<file path="src/rtl/mmtc_pkg.sv">
package mmtc_pkg;

    typedef enum logic [2:0] {
        CM_IDLE, CM_RISE, CM_BOTH, CM_GATED, CM_QUAD, CM_SECDIR, CM_TRIG, CM_CASC
    } cmode_e;

    typedef enum logic [2:0] {
        OM_ACTIVE, OM_CLR, OM_SET, OM_TOG, OM_ALT, OM_SETSEC, OM_SETROLL, OM_GATECLK
    } omode_e;

    typedef struct packed {
        logic       cap_fall;
        cmode_e     cmode;
        logic [3:0] pri_sel;
        logic [1:0] sec_sel;
        logic       once;
        logic       len;
        logic       dir;
        omode_e     omode;
    } mode_t;

    localparam logic [2:0] A_CMPA  = 3'd0;
    localparam logic [2:0] A_CMPB  = 3'd1;
    localparam logic [2:0] A_CAPT  = 3'd2;
    localparam logic [2:0] A_LOAD  = 3'd3;
    localparam logic [2:0] A_COUNT = 3'd4;
    localparam logic [2:0] A_MODE  = 3'd5;
    localparam logic [2:0] A_STAT  = 3'd6;

    // returns {up, down} for one quadrature transition
    function automatic logic [1:0] quad_step(input logic pr, input logic pf,
                                             input logic sr, input logic sf,
                                             input logic pl, input logic sl);
        logic up, dn;
        up = (pr & ~sl) | (pf & sl) | (sr & pl) | (sf & ~pl);
        dn = (pr & sl) | (pf & ~sl) | (sr & ~pl) | (sf & pl);
        return {up, dn};
    endfunction

endpackage

</file>
<file path="src/rtl/mmtc_prescaler.sv">
module mmtc_prescaler #(
    parameter int PRE_W = 7
) (
    input  logic             clk,
    input  logic             rst,
    output logic [PRE_W:0]   ticks
);
    logic [PRE_W-1:0] div_cnt;

    always_ff @(posedge clk) begin
        if (rst) div_cnt <= '0;
        else     div_cnt <= div_cnt + 1'b1;
    end

    assign ticks[0] = 1'b1;
    for (genvar k = 1; k <= PRE_W; k++) begin : g_tap
        assign ticks[k] = &div_cnt[k-1:0];
    end
endmodule

</file>
<file path="src/rtl/mmtc_srcsel.sv">
module mmtc_srcsel #(
    parameter int NTAP = 8
) (
    input  logic            clk,
    input  logic            rst,
    input  logic [3:0]      pin_in,
    input  logic [3:0]      sib_flag,
    input  logic [NTAP-1:0] ticks,
    input  logic [3:0]      pri_sel,
    input  logic [1:0]      sec_sel,
    output logic            p_lvl,
    output logic            p_rise,
    output logic            p_fall,
    output logic            s_lvl,
    output logic            s_rise,
    output logic            s_fall
);
    logic p_q, s_q, is_clk;

    always_comb begin
        is_clk = pri_sel[3];
        if (pri_sel[3])      p_lvl = ticks[pri_sel[2:0]];
        else if (pri_sel[2]) p_lvl = sib_flag[pri_sel[1:0]];
        else                 p_lvl = pin_in[pri_sel[1:0]];
        s_lvl = pin_in[sec_sel];
    end

    always_ff @(posedge clk) begin
        if (rst) begin
            p_q <= 1'b0;
            s_q <= 1'b0;
        end else begin
            p_q <= p_lvl;
            s_q <= s_lvl;
        end
    end

    assign p_rise = is_clk ? p_lvl : (p_lvl & ~p_q);
    assign p_fall = is_clk ? 1'b0  : (~p_lvl & p_q);
    assign s_rise = s_lvl & ~s_q;
    assign s_fall = ~s_lvl & s_q;
endmodule

</file>
<file path="src/rtl/mmtc_outflag.sv">
module mmtc_outflag
    import mmtc_pkg::*;
(
    input  logic   clk,
    input  logic   rst,
    input  omode_e omode,
    input  logic   active,
    input  logic   p_lvl,
    input  logic   cmp_evt,
    input  logic   roll_evt,
    input  logic   s_rise,
    output logic   out_flag
);
    logic oflag;

    always_ff @(posedge clk) begin
        if (rst) oflag <= 1'b0;
        else begin
            case (omode)
                OM_CLR:     if (cmp_evt) oflag <= 1'b0;
                OM_SET:     if (cmp_evt) oflag <= 1'b1;
                OM_TOG,
                OM_ALT:     if (cmp_evt) oflag <= ~oflag;
                OM_SETSEC:  if (cmp_evt) oflag <= 1'b1;
                            else if (s_rise) oflag <= 1'b0;
                OM_SETROLL: if (cmp_evt) oflag <= 1'b1;
                            else if (roll_evt) oflag <= 1'b0;
                default: ;
            endcase
        end
    end

    always_comb begin
        case (omode)
            OM_ACTIVE:  out_flag = active;
            OM_GATECLK: out_flag = active & p_lvl;
            default:    out_flag = oflag;
        endcase
    end


    set_on_cmp_chk: assert property (@(posedge clk) disable iff (rst)
        (omode == OM_SET && cmp_evt) |=> oflag);
endmodule

</file>
<file path="src/rtl/mmtc_channel.sv">
module mmtc_channel
    import mmtc_pkg::*;
#(
    parameter int CNT_W = 16,
    parameter int PRE_W = 7
) (
    input  logic             clk,
    input  logic             rst,
    input  logic [3:0]       pin_in,
    input  logic [3:0]       sib_flag,
    input  logic             cfg_we,
    input  logic [2:0]       cfg_addr,
    input  logic [CNT_W-1:0] cfg_wdata,
    output logic [CNT_W-1:0] cfg_rdata,
    output logic             out_flag,
    output logic             cmp_irq
);
    localparam int NTAP = PRE_W + 1;

    logic [CNT_W-1:0] cmpa_r, cmpb_r, capt_r, load_r, cnt;
    mode_t            mode_r;
    logic             run_en, ie_r, cmp_flag, trig_run, alt;

    logic [NTAP-1:0]  ticks;
    logic p_lvl, p_rise, p_fall, s_lvl, s_rise, s_fall;
    logic up_s, dn_s, step, roll, hit, cmp_evt, roll_evt, cap_evt, active;
    logic [CNT_W-1:0] stepped, target, nxt;

    wire cnt_wr  = cfg_we && cfg_addr == A_COUNT;
    wire stat_wr = cfg_we && cfg_addr == A_STAT;

    mmtc_prescaler #(.PRE_W(PRE_W)) u_pre (.clk(clk), .rst(rst), .ticks(ticks));

    mmtc_srcsel #(.NTAP(NTAP)) u_src (
        .clk(clk), .rst(rst), .pin_in(pin_in), .sib_flag(sib_flag), .ticks(ticks),
        .pri_sel(mode_r.pri_sel), .sec_sel(mode_r.sec_sel),
        .p_lvl(p_lvl), .p_rise(p_rise), .p_fall(p_fall),
        .s_lvl(s_lvl), .s_rise(s_rise), .s_fall(s_fall));

    always_comb begin
        up_s = 1'b0;
        dn_s = 1'b0;
        if (run_en) begin
            case (mode_r.cmode)
                CM_RISE:   begin up_s = p_rise & ~mode_r.dir; dn_s = p_rise & mode_r.dir; end
                CM_BOTH:   begin up_s = (p_rise | p_fall) & ~mode_r.dir;
                                 dn_s = (p_rise | p_fall) & mode_r.dir; end
                CM_GATED:  begin up_s = p_rise & s_lvl & ~mode_r.dir;
                                 dn_s = p_rise & s_lvl & mode_r.dir; end
                CM_QUAD:   {up_s, dn_s} = quad_step(p_rise, p_fall, s_rise, s_fall, p_lvl, s_lvl);
                CM_SECDIR: begin up_s = p_rise & ~s_lvl; dn_s = p_rise & s_lvl; end
                CM_TRIG:   begin up_s = p_rise & trig_run & ~mode_r.dir;
                                 dn_s = p_rise & trig_run & mode_r.dir; end
                default: ;
            endcase
        end
        step     = up_s | dn_s;
        stepped  = dn_s ? cnt - 1'b1 : cnt + 1'b1;
        target   = (dn_s || (mode_r.omode == OM_ALT && alt)) ? cmpb_r : cmpa_r;
        roll     = (up_s && cnt == '1) || (dn_s && cnt == '0);
        hit      = step && !roll && stepped == target;
        nxt      = (roll || (hit && mode_r.len)) ? load_r : stepped;
        cmp_evt  = hit;
        roll_evt = step && roll;
        cap_evt  = mode_r.cap_fall ? s_fall : s_rise;
        active   = run_en && !(mode_r.cmode inside {CM_IDLE, CM_CASC})
                   && (mode_r.cmode != CM_TRIG || trig_run);
    end

    always_ff @(posedge clk) begin
        if (rst) begin
            cmpa_r <= '0; cmpb_r <= '0; load_r <= '0; capt_r <= '0; cnt <= '0;
            mode_r <= '0; run_en <= 1'b0; ie_r <= 1'b0; cmp_flag <= 1'b0;
            trig_run <= 1'b0; alt <= 1'b0;
        end else begin
            if (cfg_we && cfg_addr == A_CMPA) cmpa_r <= cfg_wdata;
            if (cfg_we && cfg_addr == A_CMPB) cmpb_r <= cfg_wdata;
            if (cfg_we && cfg_addr == A_LOAD) load_r <= cfg_wdata;
            if (cfg_we && cfg_addr == A_MODE) mode_r <= mode_t'(cfg_wdata[15:0]);

            if (cnt_wr)    cnt <= cfg_wdata;
            else if (step) cnt <= nxt;

            if (stat_wr) begin
                run_en <= cfg_wdata[2];
                ie_r   <= cfg_wdata[1];
            end else if (cmp_evt && mode_r.once) begin
                run_en <= 1'b0;
            end

            if (cmp_evt)                      cmp_flag <= 1'b1;
            else if (stat_wr && cfg_wdata[0]) cmp_flag <= 1'b0;

            if (mode_r.cmode != CM_TRIG)   trig_run <= 1'b0;
            else if (cmp_evt)              trig_run <= 1'b0;
            else if (s_rise && run_en)     trig_run <= 1'b1;

            if (mode_r.omode != OM_ALT) alt <= 1'b0;
            else if (cmp_evt)           alt <= ~alt;

            if (cap_evt) capt_r <= cnt;
        end
    end

    mmtc_outflag u_out (
        .clk(clk), .rst(rst), .omode(mode_r.omode), .active(active), .p_lvl(p_lvl),
        .cmp_evt(cmp_evt), .roll_evt(roll_evt), .s_rise(s_rise), .out_flag(out_flag));

    assign cmp_irq = cmp_flag & ie_r;

    always_comb begin
        case (cfg_addr)
            A_CMPA:  cfg_rdata = cmpa_r;
            A_CMPB:  cfg_rdata = cmpb_r;
            A_CAPT:  cfg_rdata = capt_r;
            A_LOAD:  cfg_rdata = load_r;
            A_COUNT: cfg_rdata = cnt;
            A_MODE:  cfg_rdata = CNT_W'(mode_r);
            A_STAT:  cfg_rdata = {{(CNT_W-3){1'b0}}, run_en, ie_r, cmp_flag};
            default: cfg_rdata = '0;
        endcase
    end


    hold_when_off_chk: assert property (@(posedge clk) disable iff (rst)
        (!run_en && !cnt_wr) |=> $stable(cnt));

    flag_src_chk: assert property (@(posedge clk) disable iff (rst)
        $rose(cmp_flag) |-> $past(cmp_evt));

    once_stop_chk: assert property (@(posedge clk) disable iff (rst)
        (mode_r.once && cmp_evt && !stat_wr) |=> !run_en);

    len_reload_chk: assert property (@(posedge clk) disable iff (rst)
        (mode_r.len && cmp_evt && !cnt_wr) |=> cnt == $past(load_r));

    capt_hold_chk: assert property (@(posedge clk) disable iff (rst)
        !cap_evt |=> $stable(capt_r));
endmodule

</file>
<file path="config.mk">
export PLATFORM = sky130hd
export DESIGN_NAME = mmtc_channel
export DESIGN_NICKNAME = d
export VERILOG_FILES = /design/src/rtl/mmtc_pkg.sv /design/src/rtl/mmtc_prescaler.sv /design/src/rtl/mmtc_srcsel.sv /design/src/rtl/mmtc_outflag.sv /design/src/rtl/mmtc_channel.sv
export SDC_FILE = /design/constraint.sdc
export NUM_CORES = 1
export LEC_CHECK = 0
export BUFFER_PORTS_ARGS = -buffer_cell sky130_fd_sc_hd__buf_2
export CAP_MARGIN = 5
export CORE_ASPECT_RATIO = 1.4
export CORE_MARGIN = 2
export CORE_UTILIZATION = 59
export CTS_CLUSTER_SIZE = 40
export DETAILED_ROUTE_END_ITERATION = 8
export PLACE_DENSITY_LB_ADDON = 0.08
export REMOVE_ABC_BUFFERS = 1
export SLEW_MARGIN = 40
export SYNTH_ARGS = -nofsm -noshare
export SYNTH_HDL_FRONTEND = slang
export SYNTH_SLANG_ARGS = --single-unit
</file>
<file path="constraint.sdc">
create_clock -name clk -period 9.1 [get_ports clk]
set_input_delay 2.73 -clock clk [delete_from_list [all_inputs] [get_ports clk]]
set_output_delay 2.73 -clock clk [all_outputs]
set_load 0.03 [all_outputs]
</file>
==> results of run 1 <==
-- flip-flops by register name, summed over array words and instances (netlist names) --
| name | cells |
|---|---|
| cnt | 16 |
| ie_r | 1 |
| u_src.s_q | 1 |
| trig_run | 1 |
| run_en | 1 |
| cmp_flag | 1 |
| capt_r | 16 |
| load_r | 16 |
| cmpb_r | 16 |
| cmpa_r | 16 |
| u_src.p_q | 1 |
| u_out.oflag | 1 |
| u_pre.div_cnt | 7 |
| alt | 1 |
| mode_r | 16 |
-- layout make-up --
class	instances	area (um2)	share of cell area, %
Inverter	24	90.1	1.14
Sequential cell	111	2220	28.0
Timing Repair Buffer	60	347	4.37
Clock buffer	9	225	2.84
Tap cell	150	188	2.37
Clock inverter	7	53.8	0.679
Multi-Input combinational cell	736	4800	60.5
-- worst max-delay path, stage by stage --
cell	delay, ns
buf_2	0.10
mux4_2	0.57
nand2b_1	0.19
o21ai_0	0.11
and3_1	0.22
o311a_4	0.40
nor2_1	0.17
inv_1	0.28
ha_1	0.47
o21ai_0	0.19
o21ai_0	0.53
a2111oi_2	0.20
or2_2	0.35
xnor2_1	0.36
o221ai_1	0.21
nor3_1	0.27
o2111ai_2	0.25
o41ai_4	0.39
buf_4	0.28
mux2_2	0.37
o22ai_1	0.11
-- power by group through the flow --
stage | logic [W] | clock network [W] | registers (W)
3_5_place_dp | 0.000125 | 0 | 0.000521
4_1_cts | 0.000125 | 0.000386 | 0.000509
6_report | 0.000128 | 0.000384 | 0.000510
5_1_grt | 0.000137 | 0.000405 | 0.000511
2_1_floorplan | 0.0000687 | 0 | 0.000515
3_3_place_gp | 0.000121 | 0 | 0.000520
-- stage by stage --
step	utilization, %	instance area [um2]	hold slack, ns	power, W
after floorplan	-	7050	0.438	0.000584
after global placement	62.3	7590	0.456	0.000641
after detailed placement	62.6	7630	0.461	0.000646
after CTS	64.9	7910	0.471	0.00102
after global routing	65.0	7920	0.492	0.00105
final	65.0	7920	0.471	0.00102
-- how the worst max path moves through the flow --
stage	to	slack [ns]
2_1_floorplan	cnt[9]$_SDFFE_PP0P_	0.67
3_3_place_gp	cnt[9]$_SDFFE_PP0P_	0.52
3_5_place_dp	cnt[9]$_SDFFE_PP0P_	0.18
4_1_cts	cnt[9]$_SDFFE_PP0P_	0.54
5_1_grt	cnt[9]$_SDFFE_PP0P_	0.07
6_report	cnt[9]$_SDFFE_PP0P_	0.59
-- cells in the final DEF (no fill, tap or decap), types with 8 or more instances in the layout --
cell,count
a21oi_1,111
buf_2,46
nor3_1,13
ha_1,22
nor2_1,58
mux2i_1,59
buf_4,12
o221ai_1,8
nand4_1,11
inv_1,24
a22oi_1,16
nand2b_1,11
clkbuf_16,9
a211oi_1,8
o22ai_1,20
nand2_1,162
nor4_1,12
and3_1,21
xor2_1,15
o21ai_0,19
a31oi_1,9
dfxtp_1,111
xnor2_1,21
mux2_2,15
nand3_1,10
nor2b_1,17
-- kinds of logic (layout without fill, tap and decap cells) --
| group | after synthesis | after routing |
|---|---|---|
| AO/OA/AOI/OAI | 244 | 244 |
| XOR/XNOR | 37 | 37 |
| adder cells (fa/ha/maj) | 23 | 23 |
| buffers and inverters | 79 | 100 |
| flip-flops | 111 | 111 |
| multiplexers | 79 | 79 |
| AND/OR/NAND/NOR | 353 | 353 |
-- routing by layer --
layer | wire length, um | vias to the layer above | track usage [%]
met2 | 11800 | 372 | 62.3
li1 | - | 3378 | -
met4 | 1380 | 0 | 21.0
met5 | 0 | - | 0
met1 | 8950 | 3435 | 42.4
met3 | 1840 | 95 | 6.50
==> results.toml, run 1 <==
[setup_path]
crit_path_end_kind = "flop"
start_kind = "input pin"
reg2reg_to = "cnt[9]$_SDFFE_PP0P_"
cp.required_ns = 9.37
critPathKind = "in2reg"
r2r-start = "u_pre.div_cnt[0]$_SDFF_PP0_"
worst-endpoint-arrival_ns = 8.79
ff2ff_setup_slack_ns = 2.26
r2r_cells = 23
crit_fanout = 14
startpoint = "pin_in[3]"

[routing]
drtIter0Drc = 699
detail_route.wl_per_cell_um = 21.9
first_pass_iters = 5
post-route-drc-count = 0
antenna_left = 0
vias = 7280
routed_via_density = 6.64
routed_wl_mm = 24.0

[die]
io_pins = 48
rows = 48
fp.dieW_um = 97.8
core-area_um2 = 12200
die_h_um = 135
dieArea_um2 = 13200
initial_core_util_pct = 59.7

[placement]
place.gp.congestion = 0.943
dp_slack_ns = 0.183
dp_hpwl_mm = 17.4
port_buffers = 47
placed_cells = 1081

[clock_tree]
clk_pin_slew_ns = 0.07
root_buffer = "clkbuf_16"
clock_tree.buffer_depth = 2
ctsResizeCount = 0
cts_buffers = 9
tritoncts = "done"
post_cts_buffers = 0
htree_num_levels = 3
clk_latency_ns = 0.36
cts.sink_count = 111
cts_hold_buf = 0

[layout]
fillers = 1092
area_delta_synth_final_pct = 8.93
drive_gt1_share_pct = 12.8
n_antenna_cell = 0
nets = 995
instances_no_fill = 1097

[logic_synthesis]
yosys.cell_count.top_type = "nand2_1"
syn_area_um2 = 7270
async_reset_ff_share_pct = 0
ys_seq_area_share_pct = 30.6
synthTopCellsByCount = "nand2_1, a21oi_1, dfxtp_1"
yosys.cell_types.count = 76
synth-seq-cells = 111
synth_simple_gate_area_share_pct = 22.8
synth.area.top_cells = "dfxtp_1, nand2_1, mux2i_1"
synthMuxAreaShare_pct = 11.6
syn_area_per_cell_um2 = 7.85
synth-compound-area-share_pct = 22.1
synth_top_area_share_pct = 30.6
synthCells = 926
synth_xor_area_share_pct = 4.64
yosys_warnings = 0
yosys.area.top_type = "dfxtp_1"
yosys.area_share.adder_pct = 4.06
synth_top_family_by_area = "simple AND/OR/NAND/NOR gates"
synth_edf_count = 0
synthFlopType = "dfxtp_1"

[sta]
setup_viol = 0
clock_skew_ns = 0.0110
hold_viol_final = 0
slew_viol_final = 0
setup_ws_ns = 0.587
tns_ns = 0
period_minus_slack_ns = 8.51
rsz0062_at_grt = "no"
slew_headroom_pct = 40.9
fmax_mhz = 117
period_share_pct = 93.5
worstMarginPinSlew_ns = 0.884

[min_path]
worstHoldPathType = "reg2reg"
min_from = "load_r[5]$_SDFFE_PP0P_"
min_path_cells = 2
holdPathEnd = "load_r[5]$_SDFFE_PP0P_"

[power]
combPwrFrac_pct = 12.5
switchingPower_w = 0.000293
pwr-share-clk_pct = 37.6
seq_power_share_pct = 49.9
swShare_pct = 28.7
vdd_drop_max_mv = 0.109
power.internal_w = 0.000728
p_per_area_nw_per_um2 = 129
p_leak_nw = 3.01

[grt]
overflow = 0
track_usage_pct = 36.3
grt_max_degree = 88
grt_pass1_vias = 6798
grt_pass1_wl_mm = 37.3
antenna_found_initial = 0

[status]
status = "complete, no violations"

[flow_run]
maxCapViolations = 0
Note: power is estimated with default switching activity, not from simulation.
==> run 2: changes to the inputs <==
--- a/config.mk
+++ b/config.mk
@@ -12,6 +12,7 @@
 export CORE_UTILIZATION = 59
 export CTS_CLUSTER_SIZE = 40
 export DETAILED_ROUTE_END_ITERATION = 8
+export MAX_ROUTING_LAYER = met4
 export PLACE_DENSITY_LB_ADDON = 0.08
 export REMOVE_ABC_BUFFERS = 1
 export SLEW_MARGIN = 40
==> results.toml, run 2 (synthesis results as in run 1) <==
[routing]
antenna_left = 0
vias = 7352
post-route-drc-count = 0
drtIter0Drc = 759
routed_wl_mm = 24.9
routed_via_density = 6.71
detail_route.wl_per_cell_um = 22.7
first_pass_iters = 5

[die]
io_pins = 48
initial_core_util_pct = 59.7
dieArea_um2 = 13200
core-area_um2 = 12200
rows = 48
fp.dieW_um = 97.8
die_h_um = 135

[layout]
stdcell_area_um2 = 7920
final_util_pct = 65.0
n_antenna_cell = 0
nets = 994
layout_commonest_cell = "nand2_1"
drive_gt1_share_pct = 12.7
layout_common_cells = "nand2_1, a21oi_1, dfxtp_1, mux2i_1, nor2_1"
area_delta_synth_final_pct = 8.88

[clock_tree]
cts_buffers = 9
htree_num_levels = 3
cts.sink_count = 111
cts_hold_buf = 0
clock_tree.buffer_depth = 2
post_cts_buffers = 0
clk_pin_slew_ns = 0.08
ctsResizeCount = 0
root_buffer = "clkbuf_16"
tritoncts = "done"
clk_latency_ns = 0.36

[sta]
setup_viol = 0
rsz0062_at_grt = "no"
worstMarginPinSlew_ns = 0.774
slew_headroom_pct = 47.6
fmax_mhz = 116
period_share_pct = 94.7
setup_ws_ns = 0.486
tns_ns = 0
period_minus_slack_ns = 8.61
slew_viol_final = 0
hold_viol_final = 0
clock_skew_ns = 0.0137

[grt]
grt_max_degree = 63
grt_pass1_wl_mm = 38.3
antenna_found_initial = 0
grt_pass1_vias = 7052
overflow = 0
track_usage_pct = 38.1

[setup_path]
cp.required_ns = 9.37
worst-endpoint-arrival_ns = 8.88
start_kind = "input pin"
crit_slowest_cell = "a2111oi_1"
crit_fanout = 14
worst_path_most_repeated_cell = "o21ai_0"
critPathKind = "in2reg"
crit_chain = "buf_2 > mux4_2 > nand2b_1 > o21ai_0 > and3_1 > o311a_4 > nor2_1 > inv_1 > ha_1 > o21ai_0 > o21ai_0 > a2111oi_1 > or2_2 > xnor2_1 > o221ai_1 > nor3_1 > o2111ai_2 > o41ai_4 > buf_4 > mux2_2 > o22ai_1"
cp_slowest_stage_delay_ns = 0.71
crit_path_end_kind = "flop"

[placement]
dp_hpwl_mm = 17.9
port_buffers = 47
place.gp.congestion = 0.934
dp_slack_ns = 0.294
dpl-instance-area_um2 = 7610

[power]
p_per_area_nw_per_um2 = 132
vdd_drop_max_mv = 0.0837
p_leak_nw = 3.00

[min_path]
worstHoldPathType = "reg2reg"

[flow_run]
maxCapViolations = 0

[status]
status = "complete, no violations"
run 2: worst max-delay path, delay by kind of cell:
family                   cells  cell delay [ns]
buffers and inverters        3             0.66
AO/OA/AOI/OAI                9             2.85
multiplexers                 2             0.93
adder cells (fa/ha/maj)      1             0.44
AND/OR/NAND/NOR              5             1.02
XOR/XNOR                     1             0.22
run 2: path summary, 6_finish.rpt:
check | endpoint | slack (ns) | depth (start not counted) | start
setup / recovery | cnt[9]$_SDFFE_PP0P_ | 0.49 | 21 | pin_in[3]
hold / removal | load_r[4]$_SDFFE_PP0P_ | 0.48 | 2 | load_r[4]$_SDFFE_PP0P_
setup reg to reg | cnt[9]$_SDFFE_PP0P_ | 2.10 | 21 | u_pre.div_cnt[0]$_SDFF_PP0_
hold reg to reg | load_r[4]$_SDFFE_PP0P_ | 0.48 | 2 | load_r[4]$_SDFFE_PP0P_
run 2: area by class of cell:
cell class	instances	area, um2
inverter	24	90.1
clock buffer	9	225
clock inverter	7	77.6
multi-input combinational	736	4790
sequential	111	2220
fill	1113	4270
tap	150	188
timing repair buffer	59	328
run 2: routing by layer:
| metal | vias up | part of all wire, % | GRT usage [%] |
|---|---|---|---|
| li1 | 3369 | - | - |
| met1 | 3471 | 37 | 44.1 |
| met2 | 408 | 49 | 63.8 |
| met3 | 104 | 8.5 | 5.88 |
| met4 | 0 | 5.7 | 19.4 |
| met5 | - | 0 | - |
run 2: power by group:
part | internal (W) | switching, W
clock network | 0.000195 | 0.000209
logic | 0.0000435 | 0.0000857
registers | 0.000495 | 0.0000142
total | 0.000734 | 0.000309
run 2: stage by stage:
stage	std cells	total power (W)	hold WS (ns)
floorplan	871	0.000584	0.438
global placement	1080	0.000641	0.454
detailed placement	1080	0.000646	0.465
CTS	1096	0.00104	0.477
global route	1096	0.00107	0.496
finish	1096	0.00104	0.477
